### config.mk
export PLATFORM = sky130hd
export DESIGN_NAME = acc_flag_unit
export DESIGN_NICKNAME = d
export VERILOG_FILES = /design/src/rtl/afu_pkg.sv /design/src/rtl/afu_negate.sv /design/src/rtl/afu_invert.sv /design/src/rtl/afu_flag_merge.sv /design/src/rtl/afu_state_count.sv /design/src/rtl/acc_flag_unit.sv
export SDC_FILE = /design/constraint.sdc
export NUM_CORES = 1
export LEC_CHECK = 0
export ABC_AREA = 1
export BUFFER_PORTS_ARGS = -buffer_cell sky130_fd_sc_hd__buf_2
export CAP_MARGIN = 20
export CORE_MARGIN = 3
export CORE_UTILIZATION = 49
export CTS_BUF_LIST = sky130_fd_sc_hd__clkbuf_4
export CTS_CLUSTER_DIAMETER = 120
export DETAILED_ROUTE_END_ITERATION = 12
export PLACE_DENSITY = 0.85
export SLEW_MARGIN = 10
export SYNTH_ARGS = -nofsm -noshare
export SYNTH_HDL_FRONTEND = slang
export SYNTH_SLANG_ARGS = --single-unit
### constraint.sdc
create_clock -name clk -period 1.4 [get_ports clk]
set_input_delay 0.28 -clock clk [delete_from_list [all_inputs] [get_ports clk]]
set_output_delay 0.28 -clock clk [all_outputs]
set_load 0.02 [all_outputs]
### src/rtl/afu_pkg.sv
package afu_pkg;

  localparam int FLAG_W = 8;

  // Bit positions inside the flag byte; the carry/half-carry copy relies on them.
  localparam int FLAG_S  = 7;
  localparam int FLAG_Z  = 6;
  localparam int FLAG_H  = 4;
  localparam int FLAG_PV = 2;
  localparam int FLAG_N  = 1;
  localparam int FLAG_C  = 0;

  typedef enum logic [1:0] {
    OP_INV  = 2'b00,
    OP_NEG  = 2'b01,
    OP_CINV = 2'b10,
    OP_CSET = 2'b11
  } afu_op_e;

  // Field order mirrors the bit positions above, MSB first.
  typedef struct packed {
    logic s;
    logic z;
    logic spare5;
    logic h;
    logic spare3;
    logic pv;
    logic n;
    logic c;
  } afu_flags_t;

endpackage

### src/rtl/afu_negate.sv
module afu_negate #(
  parameter int DATA_W = 8
) (
  input  logic [DATA_W-1:0] value_in,
  output logic [DATA_W-1:0] neg_res,
  output logic              neg_sign,
  output logic              neg_zero,
  output logic              neg_half_borrow,
  output logic              neg_min_in,
  output logic              neg_borrow
);

  localparam int NIB_W = 4;
  localparam logic [DATA_W-1:0] MIN_VAL = {1'b1, {(DATA_W-1){1'b0}}};

  function automatic logic [DATA_W-1:0] f_negate(input logic [DATA_W-1:0] v);
    return (~v) + {{(DATA_W-1){1'b0}}, 1'b1};
  endfunction

  // Subtracting from zero borrows out of the low nibble whenever it is non-zero.
  function automatic logic f_half_borrow(input logic [DATA_W-1:0] v);
    return |v[NIB_W-1:0];
  endfunction

  always_comb begin
    neg_res         = f_negate(value_in);
    neg_sign        = neg_res[DATA_W-1];
    neg_zero        = ~|neg_res;
    neg_half_borrow = f_half_borrow(value_in);
    neg_min_in      = (value_in == MIN_VAL);
    neg_borrow      = |value_in;
  end

endmodule

### src/rtl/afu_invert.sv
module afu_invert #(
  parameter int DATA_W = 8
) (
  input  logic [DATA_W-1:0] value_in,
  output logic [DATA_W-1:0] inv_res
);

  function automatic logic [DATA_W-1:0] f_invert(input logic [DATA_W-1:0] v);
    return ~v;
  endfunction

  assign inv_res = f_invert(value_in);

endmodule

### src/rtl/afu_flag_merge.sv
module afu_flag_merge
  import afu_pkg::*;
(
  input  afu_op_e     op,
  input  afu_flags_t  flags_cur,
  input  logic        neg_sign,
  input  logic        neg_zero,
  input  logic        neg_half_borrow,
  input  logic        neg_min_in,
  input  logic        neg_borrow,
  output afu_flags_t  flags_next
);

  always_comb begin
    flags_next = flags_cur;
    case (op)
      OP_INV: begin
        flags_next.h = 1'b1;
        flags_next.n = 1'b1;
      end
      OP_NEG: begin
        flags_next.s  = neg_sign;
        flags_next.z  = neg_zero;
        flags_next.h  = neg_half_borrow;
        flags_next.pv = neg_min_in;
        flags_next.n  = 1'b1;
        flags_next.c  = neg_borrow;
      end
      OP_CINV: begin
        flags_next.h = flags_cur.c;
        flags_next.n = 1'b0;
        flags_next.c = ~flags_cur.c;
      end
      OP_CSET: begin
        flags_next.h = 1'b0;
        flags_next.n = 1'b0;
        flags_next.c = 1'b1;
      end
      default: flags_next = flags_cur;
    endcase
  end

endmodule

### src/rtl/afu_state_count.sv
module afu_state_count
  import afu_pkg::*;
#(
  parameter int STATE_W      = 4,
  parameter int SHORT_STATES = 4,
  parameter int LONG_STATES  = 8
) (
  input  afu_op_e            op,
  output logic [STATE_W-1:0] states
);

  localparam logic [STATE_W-1:0] SHORT_V = STATE_W'(SHORT_STATES);
  localparam logic [STATE_W-1:0] LONG_V  = STATE_W'(LONG_STATES);

  // Only negate carries a second machine cycle.
  assign states = (op == OP_NEG) ? LONG_V : SHORT_V;

endmodule

### src/rtl/acc_flag_unit.sv
module acc_flag_unit
  import afu_pkg::*;
#(
  parameter int DATA_W       = 8,
  parameter int STATE_W      = 4,
  parameter int SHORT_STATES = 4,
  parameter int LONG_STATES  = 8
) (
  input  logic               clk,
  input  logic               rst,
  input  logic               op_valid,
  input  logic [1:0]         op_sel,
  input  logic [DATA_W-1:0]  acc_in,
  input  logic [FLAG_W-1:0]  flags_in,
  output logic [DATA_W-1:0]  acc_out,
  output logic [FLAG_W-1:0]  flags_out,
  output logic [STATE_W-1:0] op_states,
  output logic               res_valid
);

  afu_op_e            op;
  afu_flags_t         flags_cur;
  afu_flags_t         flags_next;
  logic [DATA_W-1:0]  inv_res;
  logic [DATA_W-1:0]  neg_res;
  logic               neg_sign;
  logic               neg_zero;
  logic               neg_half_borrow;
  logic               neg_min_in;
  logic               neg_borrow;
  logic [DATA_W-1:0]  acc_next;
  logic [STATE_W-1:0] states_next;

  logic [DATA_W-1:0]  acc_q;
  logic [FLAG_W-1:0]  flags_q;
  logic [STATE_W-1:0] states_q;
  logic               valid_q;

  assign op        = afu_op_e'(op_sel);
  assign flags_cur = afu_flags_t'(flags_in);

  afu_invert #(.DATA_W(DATA_W)) u_invert (
    .value_in (acc_in),
    .inv_res  (inv_res)
  );

  afu_negate #(.DATA_W(DATA_W)) u_negate (
    .value_in        (acc_in),
    .neg_res         (neg_res),
    .neg_sign        (neg_sign),
    .neg_zero        (neg_zero),
    .neg_half_borrow (neg_half_borrow),
    .neg_min_in      (neg_min_in),
    .neg_borrow      (neg_borrow)
  );

  afu_flag_merge u_flag_merge (
    .op              (op),
    .flags_cur       (flags_cur),
    .neg_sign        (neg_sign),
    .neg_zero        (neg_zero),
    .neg_half_borrow (neg_half_borrow),
    .neg_min_in      (neg_min_in),
    .neg_borrow      (neg_borrow),
    .flags_next      (flags_next)
  );

  afu_state_count #(
    .STATE_W      (STATE_W),
    .SHORT_STATES (SHORT_STATES),
    .LONG_STATES  (LONG_STATES)
  ) u_state_count (
    .op     (op),
    .states (states_next)
  );

  // Carry-only operations pass the accumulator through.
  always_comb begin
    case (op)
      OP_INV:  acc_next = inv_res;
      OP_NEG:  acc_next = neg_res;
      default: acc_next = acc_in;
    endcase
  end

  always_ff @(posedge clk) begin
    if (rst) begin
      acc_q    <= '0;
      flags_q  <= '0;
      states_q <= '0;
      valid_q  <= 1'b0;
    end else begin
      valid_q <= op_valid;
      if (op_valid) begin
        acc_q    <= acc_next;
        flags_q  <= FLAG_W'(flags_next);
        states_q <= states_next;
      end
    end
  end

  assign acc_out   = acc_q;
  assign flags_out = flags_q;
  assign op_states = states_q;
  assign res_valid = valid_q;

endmodule

Word-level counts from Yosys, hierarchy flattened. Cells that the tools add are included.

Add/sub/neg operators: 1. Multipliers: 0. Div/mod/pow operators: 0. Magnitude comparators: 0. Equal/unequal tests: 4. Shifts and indexed selects: 0. Mux-type cells: 7. Bitwise operators: 2. Reduce and logical (&&, ||, !) cells: 7.

Operator list (number): $pmux 8 s2 (1); $reduce_or 8->1 (2); $add 8x1->8 const B (1); $eq 8x8->1 const B (1); $not 8->8 (1); $eq 2x2->1 const B (2); $mux 4 (1); $pmux 1 s4 (1); $reduce_or 2->1 (2); $reduce_or 4->1 (1); $pmux 1 s3 (1); $eq 2x1->1 const B (1); $logic_not 2->1 (1); $mux 2 (1); $pmux 1 s2 (1); $logic_not 1->1 (1); $mux 1 (1); $not 1->1 (1).

Register bits: 21. Bits in latches: 0. Memory bits (writable): 0. ROM bits: 0. Input port bits: 21. Output and inout bits: 21. Logic and storage cells: 25. Memories kept: 0.

Logic depth before layout (Yosys ltp).
Depth after elaboration: 5. Gate-level depth with buffers: 11. Gate-level depth less buffers: 11.

By module. Synthesis repeated with hierarchy kept, for this count alone.

Cells, all modules: 222. Area total of the unflattened synthesis: 1357.6 um^2.

Modules (own cells, without submodules): acc_flag_unit (times used 1, cells an instance 133, area an instance 918.4 um^2, sequential area each 420.4 um^2); afu_negate (times used 1, cells an instance 51, area an instance 271.5 um^2, sequential area each 0.0 um^2); afu_flag_merge (times used 1, cells an instance 23, area an instance 101.3 um^2, sequential area each 0.0 um^2); afu_state_count (times used 1, cells an instance 7, area an instance 36.3 um^2, sequential area each 0.0 um^2); afu_invert (times used 1, cells an instance 8, area an instance 30.0 um^2, sequential area each 0.0 um^2).

Least setup slack after synthesis. No wires, ideal clock.

Path kind: input port to flip-flop. Start point: input port acc_in[0]. End point: register acc_q[6], in the netlist acc_out[6]. Setup time: 0.109 ns. Data arrival time: 1.210 ns. Required time: 1.291 ns. Slack: 0.081 ns. Cell stages on the path: 11. Buffers on the path: 0. Cell sequence: inv_1 > ha_1 > nand2_1 > nor2_1 > nand2_1 > nor2_2 > nor2_1 > nand2_1 > nand3_1 > nand2_1 > inv_1.

Longest elaborated chain between the ends: 3.

RTL lines: start: declaration (RTL line acc_flag_unit.sv:13) `input logic [DATA_W-1:0] acc_in,`; $not 8->8 (RTL line afu_negate.sv:17) `return (~v) + {{(DATA_W-1){1'b0}}, 1'b1};`; $add 8x1->8 (RTL line afu_negate.sv:17); $pmux 8 s2 (RTL line acc_flag_unit.sv:79) `case (op)`; end signal: assignment (RTL line acc_flag_unit.sv:95) `acc_q <= acc_next;`; end: declaration (RTL line acc_flag_unit.sv:34) `logic [DATA_W-1:0] acc_q;`.

No other way between the ends. A chain may end at the register's enable or synchronous reset.

Worst setup path in the final report.
Start point: input port acc_in[0]. End point: register flags_q[6], in the netlist flags_out[6].

Longest elaborated chain between the ends: 5.

RTL lines: $not 8->8 (RTL line afu_negate.sv:17); $add 8x1->8 (RTL line afu_negate.sv:17); $reduce_or 8->1 (RTL line afu_negate.sv:28) `neg_zero = ~|neg_res;`; $logic_not 1->1 (RTL line afu_negate.sv:28); $mux 2 (RTL line afu_flag_merge.sv:16) `case (op)`; end signal: assignment (RTL line acc_flag_unit.sv:96) `flags_q <= FLAG_W'(flags_next);`; end: declaration (RTL line acc_flag_unit.sv:35) `logic [FLAG_W-1:0] flags_q;`.

No other way between the ends.

==> metrics.txt <==
DRT iter0 DRCs 17; Gates resized, CTS repair 0; largest net degree at the start of global routing 19; leading area contributor after synthesis dfxtp_1; share of cells above drive strength 1 a little over a quarter; CP Capture Type flip-flop; Final Max Slew Viols 0; GRT met3 Usage 2.58%; Max clock buf depth 2; vias in the first global route between 1,000 and 1,500; number of port buffers 37; sequential area share after synthesis 37.4%; CP Launch Type input port; Pwr per Cell Area around 920 nW/um^2; hold buffer count at CTS 0; Post-synth top cells nand2_1 (31), nor2_1 (23), inv_1 (20); final hold vios 0; Die Y-Extent 51.5 microns; Initial Utilization 55.2%; fmax 0.881 GHz; outcome completed; synthesized flop and latch total 19; Post-Layout Cell Count ~220; Buf/Inv on CP 3; slowest cell delay on critical path 0.16 ns; core box area 1840 sq um; Mapped Cells about 150; clock root cell clkbuf_4; vias per inst just over 5; Hold Slack 0.205 ns; CP Data Arrival Time 1.38 ns; H-Tree Depth 1; VDD IR max 453 uV; synthesized area per cell 6.60 sq um; via total after detailed routing between 1,000 and 1,500; cts bufs inserted 3; WL final 2610 microns; largest cells by area after synthesis dfxtp_1 (37%), nand2_1 (11%), nor2_1 (8.5%); CP max stage cell ha_1; Inst Count DP 215; Critical Path RT ~1.6 ns; Clock transition at path regs 0.10 ns; Routed WL per cell roughly 12 microns; clk_skew 0 ns; met2 Usage GRT 38.1%; Final period util just over 80%; CP most frequent cell nor2_1; area delta synth->final 24.6%; DR pass1 iterations 4; critical path type in2reg; die area about 2700 sq um; Pleak between 0.6 and 0.7 nW; setup TNS 0 ns; Sink Count 19; die width 51.5 microns; Mapped Area about 1000 sq um; count of different cell masters after synthesis 23; Placer Congestion 0.926; most frequent cell after synthesis nand2_1; Yosys Warn Count 0; DP Wirelength 2110 microns; nets@finish ~220; final setup fails 0; antenna-violating nets left 0; post-CTS setup buffers 0; worst path cell trace buf_2, inv_1, ha_1, nand2_1, nor2_1, buf_4, nand2_1, nand2_1, nand3_1, nor2_1, nor2_1, nor2_1; GR Layer Usage met1 24.7%; setup ws final 0.265 ns; CTS tree built; cell family with most CP delay simple AND/OR/NAND/NOR gates; Ant. Diodes 0; CP max FO 2; RSZ-0062 raised after global routing no; predominant post-synthesis flop cell dfxtp_1; pre-CTS setup slack -0.0428 ns; Clock Latency Late Sink 0.29 ns; gr busiest metal met2; antenna violations before repair 0; MaxCap Viol Count 0; first-pass GRT wire length approximately 4400 microns; post-layout minimum cycle time 1.14 ns; IO Pins 42; DRC viols 0; remaining global-route overflow 0; EDFF count, synth 0; Synth top area share 37.4%; Post-synth ARST share 0%; Hold Crit Class in2reg; GRT Total Usage 21.8%; Site Rows 15
report_power, final:
group | switching (mW) | internal [mW] | leakage, nW
Combinational | 0.182 | 0.100 | 0.516
Sequential | 0.0159 | 0.578 | 0.158
Clock | 0.164 | 0.130 | 0.0184
Total | 0.362 | 0.808 | 0.692
registers in the layout, indices dropped and copies added, names as in the netlist:
| register | count |
|---|---|
| flags_out | 8 |
| acc_out | 8 |
| res_valid | 1 |
| op_states | 2 |
final timing paths:
path	startpoint	endpoint	slack, ns	cells past startpoint
max	acc_in[0]	flags_out[6]	0.26	12
min	flags_in[5]	flags_out[5]	0.20	3
max reg2reg	flags_out[6]	flags_out[6]	0.62	3
min reg2reg	op_states[3]	op_states[3]	0.47	2
cells by family (layout without fill, tap and decap cells):
| logic type | after synthesis | in the layout | synth area share [%] |
|---|---|---|---|
| and+or+nand+nor | 66 | 66 | 27.3 |
| adders and majority gates | 1 | 1 | 1.23 |
| xor gates and xnor gates | 3 | 3 | 2.59 |
| other | 1 | 2 | 0.369 |
| DFF | 19 | 19 | 37.4 |
| buffers and inverters | 29 | 68 | 12.2 |
| AOI/OAI and AO/OA | 35 | 35 | 18.8 |
final cells by class:
| class | count | area, sq um |
|---|---|---|
| clock buffer | 4 | 30.0 |
| tap | 25 | 31.3 |
| multi-input combinational | 107 | 515 |
| fill | 166 | 573 |
| timing repair buffer | 43 | 230 |
| sequential | 19 | 380 |
| inverter | 21 | 78.8 |
placed cells by master, fill, tap and decap left out, drive strengths merged, types with 2 or more instances in the layout:
cell type	n
buf	43
nand2	33
nor2	26
inv	21
dfxtp	19
o21ai	14
a21oi	13
nand3	4
a31oi	4
clkbuf	4
nand4	3
xor2	3
o211ai	3
conb	2
metal layers:
metal	vias to the layer above	part of all wire (%)	routed length, microns
li1	569	-	-
met1	488	41	1070
met2	46	49	1290
met3	10	6.9	179
met4	0	2.8	74
met5	-	0	0
worst min-delay path, cell delays in order:
cell	delay (ns)
buf_2	0.07
nor2_1	0.03
nor2_1	0.08
per-stage QoR:
step	utilization (%)	cell area [sq um]	power [mW]
detailed placement	67.2	1240	0.888
global placement	67.2	1240	0.876
floorplan	-	1020	0.785
global route	68.8	1270	1.23
finish	68.8	1270	1.17
CTS	68.8	1270	1.18
Power figures use the tool's default switching activity.
